`config.mk`:
```
export PLATFORM = sky130hd
export DESIGN_NAME = sdma_bound_ctl
export DESIGN_NICKNAME = d
export VERILOG_FILES = /design/src/rtl/sdma_bound_pkg.sv /design/src/rtl/sdma_bnd_detect.sv /design/src/rtl/sdma_addr_trk.sv /design/src/rtl/sdma_blksz_reg.sv /design/src/rtl/sdma_irq_stat.sv /design/src/rtl/sdma_bound_ctl.sv
export SDC_FILE = /design/constraint.sdc
export NUM_CORES = 1
export LEC_CHECK = 0
export ABC_AREA = 0
export BUFFER_PORTS_ARGS = -buffer_cell sky130_fd_sc_hd__buf_2
export CORE_MARGIN = 2
export CORE_UTILIZATION = 35
export DETAILED_ROUTE_END_ITERATION = 8
export PLACE_DENSITY = 0.68
export SYNTH_ARGS = -nofsm -noshare
export SYNTH_HDL_FRONTEND = slang
export SYNTH_SLANG_ARGS = --single-unit
```
`constraint.sdc`:
```
create_clock -name clk -period 2.98 [get_ports clk]
set_clock_uncertainty 0.2 [all_clocks]
set_input_delay 0 -clock clk [delete_from_list [all_inputs] [get_ports clk]]
set_output_delay 0 -clock clk [all_outputs]
set_load 0.01 [all_outputs]
```
`src/rtl/sdma_bound_pkg.sv`:
```
package sdma_bound_pkg;
    parameter int ADDR_W_DEF   = 32;
    parameter int BLK_W_DEF    = 12;
    parameter int CODE_W_DEF   = 3;
    parameter int BASE_BIT_DEF = 11;

    typedef enum logic {
        XF_IDLE = 1'b0,
        XF_RUN  = 1'b1
    } xfer_st_e;
endpackage

```
`src/rtl/sdma_bnd_detect.sv`:
```
module sdma_bnd_detect #(
    parameter int ADDR_W   = sdma_bound_pkg::ADDR_W_DEF,
    parameter int CODE_W   = sdma_bound_pkg::CODE_W_DEF,
    parameter int BASE_BIT = sdma_bound_pkg::BASE_BIT_DEF
) (
    input  logic [ADDR_W-1:0] addr_i,
    input  logic [CODE_W-1:0] code_i,
    output logic              hit_o
);
    localparam int NSEL = 1 << CODE_W;

    logic [NSEL-1:0] ones;

    // One all-ones detector per selectable carry bit
    for (genvar g = 0; g < NSEL; g++) begin : g_sel
        assign ones[g] = &addr_i[BASE_BIT+g:0];
    end

    assign hit_o = ones[code_i];
endmodule

```
`src/rtl/sdma_addr_trk.sv`:
```
module sdma_addr_trk #(
    parameter int ADDR_W   = sdma_bound_pkg::ADDR_W_DEF,
    parameter int CODE_W   = sdma_bound_pkg::CODE_W_DEF,
    parameter int BASE_BIT = sdma_bound_pkg::BASE_BIT_DEF
) (
    input  logic              clk,
    input  logic              rst_n,
    input  logic              start_i,
    input  logic              done_i,
    input  logic              stb_i,
    input  logic [CODE_W-1:0] code_i,
    input  logic              en_i,
    input  logic              addr_wr_i,
    input  logic [ADDR_W-1:0] addr_wdata_i,
    output logic [ADDR_W-1:0] addr_o,
    output logic              paused_o,
    output logic              busy_o,
    output logic              dma_irq_o,
    output logic              cmpl_irq_o
);
    import sdma_bound_pkg::*;

    typedef struct packed {
        logic [ADDR_W-1:0] addr;
        xfer_st_e          st;
        logic              paused;
        logic              en;
        logic [CODE_W-1:0] code;
        logic              dma_irq;
        logic              cmpl_irq;
    } trk_t;

    trk_t q, d;
    logic hit;

    sdma_bnd_detect #(
        .ADDR_W  (ADDR_W),
        .CODE_W  (CODE_W),
        .BASE_BIT(BASE_BIT)
    ) i_detect (
        .addr_i(q.addr),
        .code_i(q.code),
        .hit_o (hit)
    );

    always_comb begin
        d          = q;
        d.dma_irq  = 1'b0;
        d.cmpl_irq = 1'b0;
        if (q.st == XF_IDLE) begin
            if (start_i) begin
                d.st     = XF_RUN;
                d.code   = code_i;
                d.en     = en_i;
                d.paused = 1'b0;
            end
        end else begin
            if (stb_i && !q.paused && !addr_wr_i) begin
                d.addr = q.addr + ADDR_W'(1);
                if (q.en && hit && !done_i) begin
                    d.paused  = 1'b1;
                    d.dma_irq = 1'b1;
                end
            end
            if (done_i) begin
                d.st       = XF_IDLE;
                d.paused   = 1'b0;
                d.cmpl_irq = 1'b1;
            end
        end
        if (addr_wr_i) begin
            d.addr   = addr_wdata_i;
            d.paused = 1'b0;
        end
    end

    always_ff @(posedge clk) begin
        if (!rst_n) begin
            q <= '0;
        end else begin
            q <= d;
        end
    end

    assign addr_o     = q.addr;
    assign paused_o   = q.paused;
    assign busy_o     = (q.st == XF_RUN);
    assign dma_irq_o  = q.dma_irq;
    assign cmpl_irq_o = q.cmpl_irq;
endmodule

```
`src/rtl/sdma_blksz_reg.sv`:
```
module sdma_blksz_reg #(
    parameter int BLK_W = sdma_bound_pkg::BLK_W_DEF
) (
    input  logic             clk,
    input  logic             rst_n,
    input  logic             wr_i,
    input  logic [BLK_W-1:0] wdata_i,
    input  logic             busy_i,
    output logic [BLK_W-1:0] size_o
);
    logic [BLK_W-1:0] size_d, size_q;

    always_comb begin
        size_d = size_q;
        if (wr_i && !busy_i) begin
            size_d = wdata_i;
        end
    end

    always_ff @(posedge clk) begin
        if (!rst_n) begin
            size_q <= '0;
        end else begin
            size_q <= size_d;
        end
    end

    assign size_o = size_q;
endmodule

```
`src/rtl/sdma_irq_stat.sv`:
```
module sdma_irq_stat (
    input  logic clk,
    input  logic rst_n,
    input  logic set_i,
    input  logic clr_i,
    output logic sts_o
);
    logic sts_d, sts_q;

    always_comb begin
        sts_d = sts_q;
        if (set_i) begin
            sts_d = 1'b1;
        end else if (clr_i) begin
            sts_d = 1'b0;
        end
    end

    always_ff @(posedge clk) begin
        if (!rst_n) begin
            sts_q <= 1'b0;
        end else begin
            sts_q <= sts_d;
        end
    end

    assign sts_o = sts_q;
endmodule

```
`src/rtl/sdma_bound_ctl.sv`:
```
module sdma_bound_ctl #(
    parameter int ADDR_W   = sdma_bound_pkg::ADDR_W_DEF,
    parameter int BLK_W    = sdma_bound_pkg::BLK_W_DEF,
    parameter int CODE_W   = sdma_bound_pkg::CODE_W_DEF,
    parameter int BASE_BIT = sdma_bound_pkg::BASE_BIT_DEF
) (
    input  logic              clk,
    input  logic              rst_n,
    input  logic              xfer_start,
    input  logic              xfer_done,
    input  logic              byte_stb,
    input  logic [CODE_W-1:0] bnd_code,
    input  logic              dma_en,
    input  logic              addr_wr,
    input  logic [ADDR_W-1:0] addr_wdata,
    input  logic              blk_wr,
    input  logic [BLK_W-1:0]  blk_wdata,
    input  logic              irq_clr,
    output logic [ADDR_W-1:0] cur_addr,
    output logic              paused,
    output logic              busy,
    output logic              dma_irq,
    output logic              dma_irq_sts,
    output logic              cmpl_irq,
    output logic [BLK_W-1:0]  blk_size
);
    sdma_addr_trk #(
        .ADDR_W  (ADDR_W),
        .CODE_W  (CODE_W),
        .BASE_BIT(BASE_BIT)
    ) i_trk (
        .clk         (clk),
        .rst_n       (rst_n),
        .start_i     (xfer_start),
        .done_i      (xfer_done),
        .stb_i       (byte_stb),
        .code_i      (bnd_code),
        .en_i        (dma_en),
        .addr_wr_i   (addr_wr),
        .addr_wdata_i(addr_wdata),
        .addr_o      (cur_addr),
        .paused_o    (paused),
        .busy_o      (busy),
        .dma_irq_o   (dma_irq),
        .cmpl_irq_o  (cmpl_irq)
    );

    sdma_blksz_reg #(
        .BLK_W(BLK_W)
    ) i_blksz (
        .clk    (clk),
        .rst_n  (rst_n),
        .wr_i   (blk_wr),
        .wdata_i(blk_wdata),
        .busy_i (busy),
        .size_o (blk_size)
    );

    sdma_irq_stat i_irq_stat (
        .clk  (clk),
        .rst_n(rst_n),
        .set_i(dma_irq),
        .clr_i(irq_clr),
        .sts_o(dma_irq_sts)
    );
endmodule

```
* Word level (Yosys, flattened, before mapping)
Index checks and enable logic that the tools add are counted.
Word-level totals: bits in registers 53, input bits 56, output and inout port bits 49, word-level logic and storage cells 56
Cells by class: $add $sub $neg 1, order comparisons 1, eq/ne operators 2, mux-type cells 14, bitwise logic cells 2, reductions and logical operators 27
Operator list (count):
- $mux W32 | 3
- $add A32 B1 Y32 const B | 1
- $reduce_and A19 Y1 | 1
- $reduce_and A18 Y1 | 1
- $reduce_and A17 Y1 | 1
- $reduce_and A16 Y1 | 1
- $reduce_and A15 Y1 | 1
- $reduce_and A14 Y1 | 1
- $reduce_and A13 Y1 | 1
- $reduce_and A12 Y1 | 1
- $reduce_bool A2 Y1 | 4
- $mux W1 | 7
- $mux W6 | 1
- $ne A3 B3 Y1 const B | 2
- $reduce_and A2 Y1 | 3
- $reduce_and A3 Y1 | 2
- $logic_and A1 B1 Y1 | 5
- $logic_not A1 Y1 | 4
- $lt A3 B4 Y1 const B | 1
- $mux W2 | 2
- $bmux W1 S3 | 1
- $not A1 Y1 | 2
- $reduce_or A2 Y1 | 1

* Longest topological paths before layout
depth in word-level cells 9, depth in mapped cells 8, mapped depth without buffers 8

* Cells and area by module
From an unflattened synthesis, not the netlist that was laid out.
Unflattened totals: cells, all modules 377, area, all modules 3175.5 um^2
By module, submodules not included:
- sdma_addr_trk | times used 1, cells an instance 306, area an instance 2533.7 um^2, sequential area each 800.8 um^2
- sdma_blksz_reg | times used 1, cells an instance 52, area an instance 498.0 um^2, sequential area each 240.2 um^2
- sdma_bnd_detect | times used 1, cells an instance 16, area an instance 102.6 um^2, sequential area each 0.0 um^2
- sdma_irq_stat | times used 1, cells an instance 3, area an instance 41.3 um^2, sequential area each 20.0 um^2

* Worst setup path after synthesis
Ideal clock, no wire load.
path kind reg-to-reg, start point register i_trk.q, in the netlist i_trk.addr_o[0], end point register i_trk.q, in the netlist i_trk.addr_o[24], setup time 0.086 ns, arrival 1.836 ns, data required time 2.694 ns, path slack 0.858 ns, cell stages (with the launch flop) 6, buffers on the path 0, clock period less this slack 2.122 ns, cells stage by stage dfxtp_1 > ha_1 > nand4_2 > or4_4 > or3_1 > a211oi_1
Between the ends: cells in the longest elaborated chain, start to end 4
RTL lines:
- start: declaration | RTL line sdma_addr_trk.sv:33 | trk_t q, d;
- start signal: assignment | RTL line sdma_addr_trk.sv:79 | q <= '0;
- start signal: assignment | RTL line sdma_addr_trk.sv:81 | q <= d;
- $add A32 B1 Y32 | RTL line sdma_addr_trk.sv:59 | d.addr = q.addr + ADDR_W'(1);
- $mux W32 | RTL line sdma_addr_trk.sv:58 | if (stb_i && !q.paused && !addr_wr_i) begin
- $mux W32 | RTL line sdma_addr_trk.sv:50 | if (q.st == XF_IDLE) begin
- $mux W32 | RTL line sdma_addr_trk.sv:71 | if (addr_wr_i) begin
No other way between the ends. The select of a mux whose other input is x is not followed. A chain may end at the register's enable or synchronous reset.

* Worst setup path after layout
start point register i_trk.q, in the netlist i_trk.addr_o[7], end point register i_trk.q, in the netlist i_trk.addr_o[16]
The elaborated chain is that of the path after synthesis.

==> flow_metrics.tcl <==
set metrics [dict create \
    cp.arrival_ns 2.60 \
    grt_max_degree 47 \
    setup_viol 0 \
    synthTopCellsByArea "dfxtp_1 33%, buf_4 7.5%, nand2_1 5.2%" \
    antenna_left 0 \
    placed_area_um2 3550 \
    cts-resized-gates 0 \
    combinationalPowerShare 0.197 \
    area_growth_pct 35.8 \
    die_y_um 99.4 \
    worst_path_largest_cell_delay_ns 0.55 \
    cp_common_cell "nand3_1" \
    via_per_inst 5.44 \
    fin_setup_tns_ns 0 \
    grt.overflow.total 0 \
    slowest_stage "dlygate4sd3_1" \
    fin_nets 572 \
    yosysUniqueCellTypes 55 \
    critPathKind "reg2reg" \
    boundaryPins 105 \
    maxSlewViolCount 0 \
    grt_pass1_vias 3308 \
    critPathCaptureType "flop" \
    holdWs_ns 0.0136 \
    root_buffer "clkbuf_8" \
    synth_edf_count 0 \
    grt_usage 0.195 \
    syn_area_um2 3190 \
    seq_power_share 0.494 \
    syn-num-nets 446 \
    wirelength_um 9610 \
    syn_area_per_cell_um2 8.22 \
    globalplace.congestion 0.817 \
    p_int_w 0.00121 \
    hold_viol 0 \
    status "completed" \
    clkSinkCount 53 \
    synth_area_leader_cell "dfxtp_1" \
    synth_top_area_frac 0.333 \
    postCtsSetupBuffers 0 \
    layout_min_cycle_time_ns 2.59 \
    switching_power_w 0.000454 \
    fp.dieW_um 99.4 \
    fin_area_um2 4330 \
    period_share 0.869 \
    power.density_nw_per_um2 383 \
    ys.warnings.count 0 \
    crit_path_start_kind "flop" \
    crit_required_ns 2.99 \
    cts_buffer_depth 2 \
    cts_buffers 5 \
    drive_above_1_share 0.250 \
    routedWlPerCell_um 15.4 \
    drc 0 \
    cts_max_level 2 \
    peakVddDrop_mv 0.213 \
    worst-path-buf-inv 1 \
    swShare 0.273 \
    cp_top_family "simple AND/OR/NAND/NOR gates" \
    hold_path_class "in2reg" \
    drt_iter0_drc 223 \
    power.leakage_nw 1.86 \
    antenna_found_initial 0 \
    clk_pin_slew_ns 0.10 \
    cts_hold_buf 66 \
    ys.flop_type "dfxtp_1" \
    maxCapViolations 0 \
    synth_cells 388 \
    grt_setup_unrepaired "no" \
    yosysSeqAreaShare 0.333 \
    yosys-top-cells-count "53 x dfxtp_1, 44 x nand2_1, 32 x buf_4" \
    diodes 0 \
    ys_ff_latch 53 \
    clockPowerShare 0.308 \
    start_util 0.364 \
    max_slew_margin 0.387 \
    ys_async_sr_fraction 0 \
    core_area_um2 8760 \
    fp.dieArea_um2 9890 \
    fmax_ghz 0.386 \
    io_buffers 104 \
    final_util 0.494 \
    dpl.hpwl_um 6600 \
    vias 3390 \
    path_cells "and4_1 -> nand3_1 -> nor3_1 -> ha_1 -> nand2_1 -> nand3_1 -> o211a_1 -> dlygate4sd3_1" \
    worst_slew_pin_slew_ns 0.917 \
    num-fill-cells 852 \
    synth_most_common_cell "dfxtp_1" \
    grt_pass1_wl_um 15800 \
    crit_path_max_fanout 7 \
    clock_latency_ns 0.31 \
    rows 34 \
    dr.pass1.iters 5 \
    cts_tree "done" \
]
-- path summary, 6_finish.rpt --
| path | startpoint | end | slack, ns | cells after the start |
|---|---|---|---|---|
| worst min register to register | i_blksz.size_o[7] | i_blksz.size_o[7] | 0.27 | 2 |
| worst min-delay path | byte_stb | i_trk.addr_o[30] | 0.01 | 4 |
| worst max-delay path | i_trk.addr_o[7] | i_trk.addr_o[16] | 0.39 | 8 |
| worst max register to register | i_trk.addr_o[7] | i_trk.addr_o[16] | 0.39 | 8 |
-- flip-flops by register name, indices dropped and copies added, names as in the netlist --
signal	flops
i_irq_stat.sts_o	1
i_trk.paused_o	1
i_trk.cmpl_irq_o	1
i_trk.busy_o	1
i_trk.q	4
i_trk.dma_irq_o	1
i_trk.addr_o	32
i_blksz.size_o	12
-- stage by stage --
stage,std cells,power (W),setup slack (ns)
final,623,0.00166,0.392
after global routing,623,0.00174,0.219
after CTS,623,0.00167,0.413
after detailed placement,549,0.00109,0.724
after global placement,549,0.00108,0.760
after floorplan,388,0.00101,0.858
-- placed cells by master, fill, tap and decap left out, types with 6 or more instances in the layout --
cell type / instances
a211oi_1: 8
a21boi_0: 12
a21oi_1: 8
a31oi_1: 7
and3_1: 7
and4_1: 6
buf_2: 104
buf_4: 6
clkbuf_8: 6
dfxtp_1: 53
dlygate4sd3_1: 66
inv_1: 6
nand2_1: 44
nand3_1: 18
nand4_1: 9
nor2_1: 12
nor2b_1: 11
nor3_1: 8
nor4_1: 12
o21ai_0: 22
o31ai_1: 8
xnor2_1: 7
-- final cells by class --
class / count / area (um2) / area share
flip-flops and latches: 53 / 1060 / 0.245
clock buffers: 7 / 86.3 / 0.0199
well taps: 108 / 135 / 0.0312
repair buffers: 176 / 1230 / 0.283
inverters: 6 / 22.5 / 0.00520
clock inverters: 1 / 30.0 / 0.00694
multi-input cells: 272 / 1770 / 0.408
-- layer usage --
| metal | GRT usage | vias to the layer above | wire length [um] |
|---|---|---|---|
| met5 | 0 | - | 0 |
| met4 | 0.0717 | 0 | 201 |
| met3 | 0.0323 | 14 | 575 |
| met2 | 0.323 | 127 | 4550 |
| met1 | 0.256 | 1600 | 4280 |
| li1 | - | 1649 | - |
-- power by group through the flow --
stage / Combinational (W) / Clock [W] / Sequential [W]
global placement: 0.000251 / 0 / 0.000831
detailed placement: 0.000255 / 0 / 0.000834
CTS: 0.000325 / 0.000523 / 0.000818
finish: 0.000327 / 0.000512 / 0.000820
floorplan: 0.000188 / 0 / 0.000822
global route: 0.000360 / 0.000555 / 0.000828
-- kinds of logic (layout without fill, tap and decap cells) --
logic type,count (synthesis),after routing,share of synthesized area
buf+inv,63,190,0.113
compound gates,88,88,0.192
xor+xnor,10,10,0.0275
mux,4,4,0.0126
simple gates,168,168,0.315
flops,53,53,0.333
fa+ha+maj,2,2,0.00785
-- worst min-delay path, cell delays in order --
cell	delay [ns]
buf_2	0.13
nand3b_4	0.20
o31ai_1	0.11
nand3_1	0.05
No activity file was read; power rests on OpenSTA's default activity.
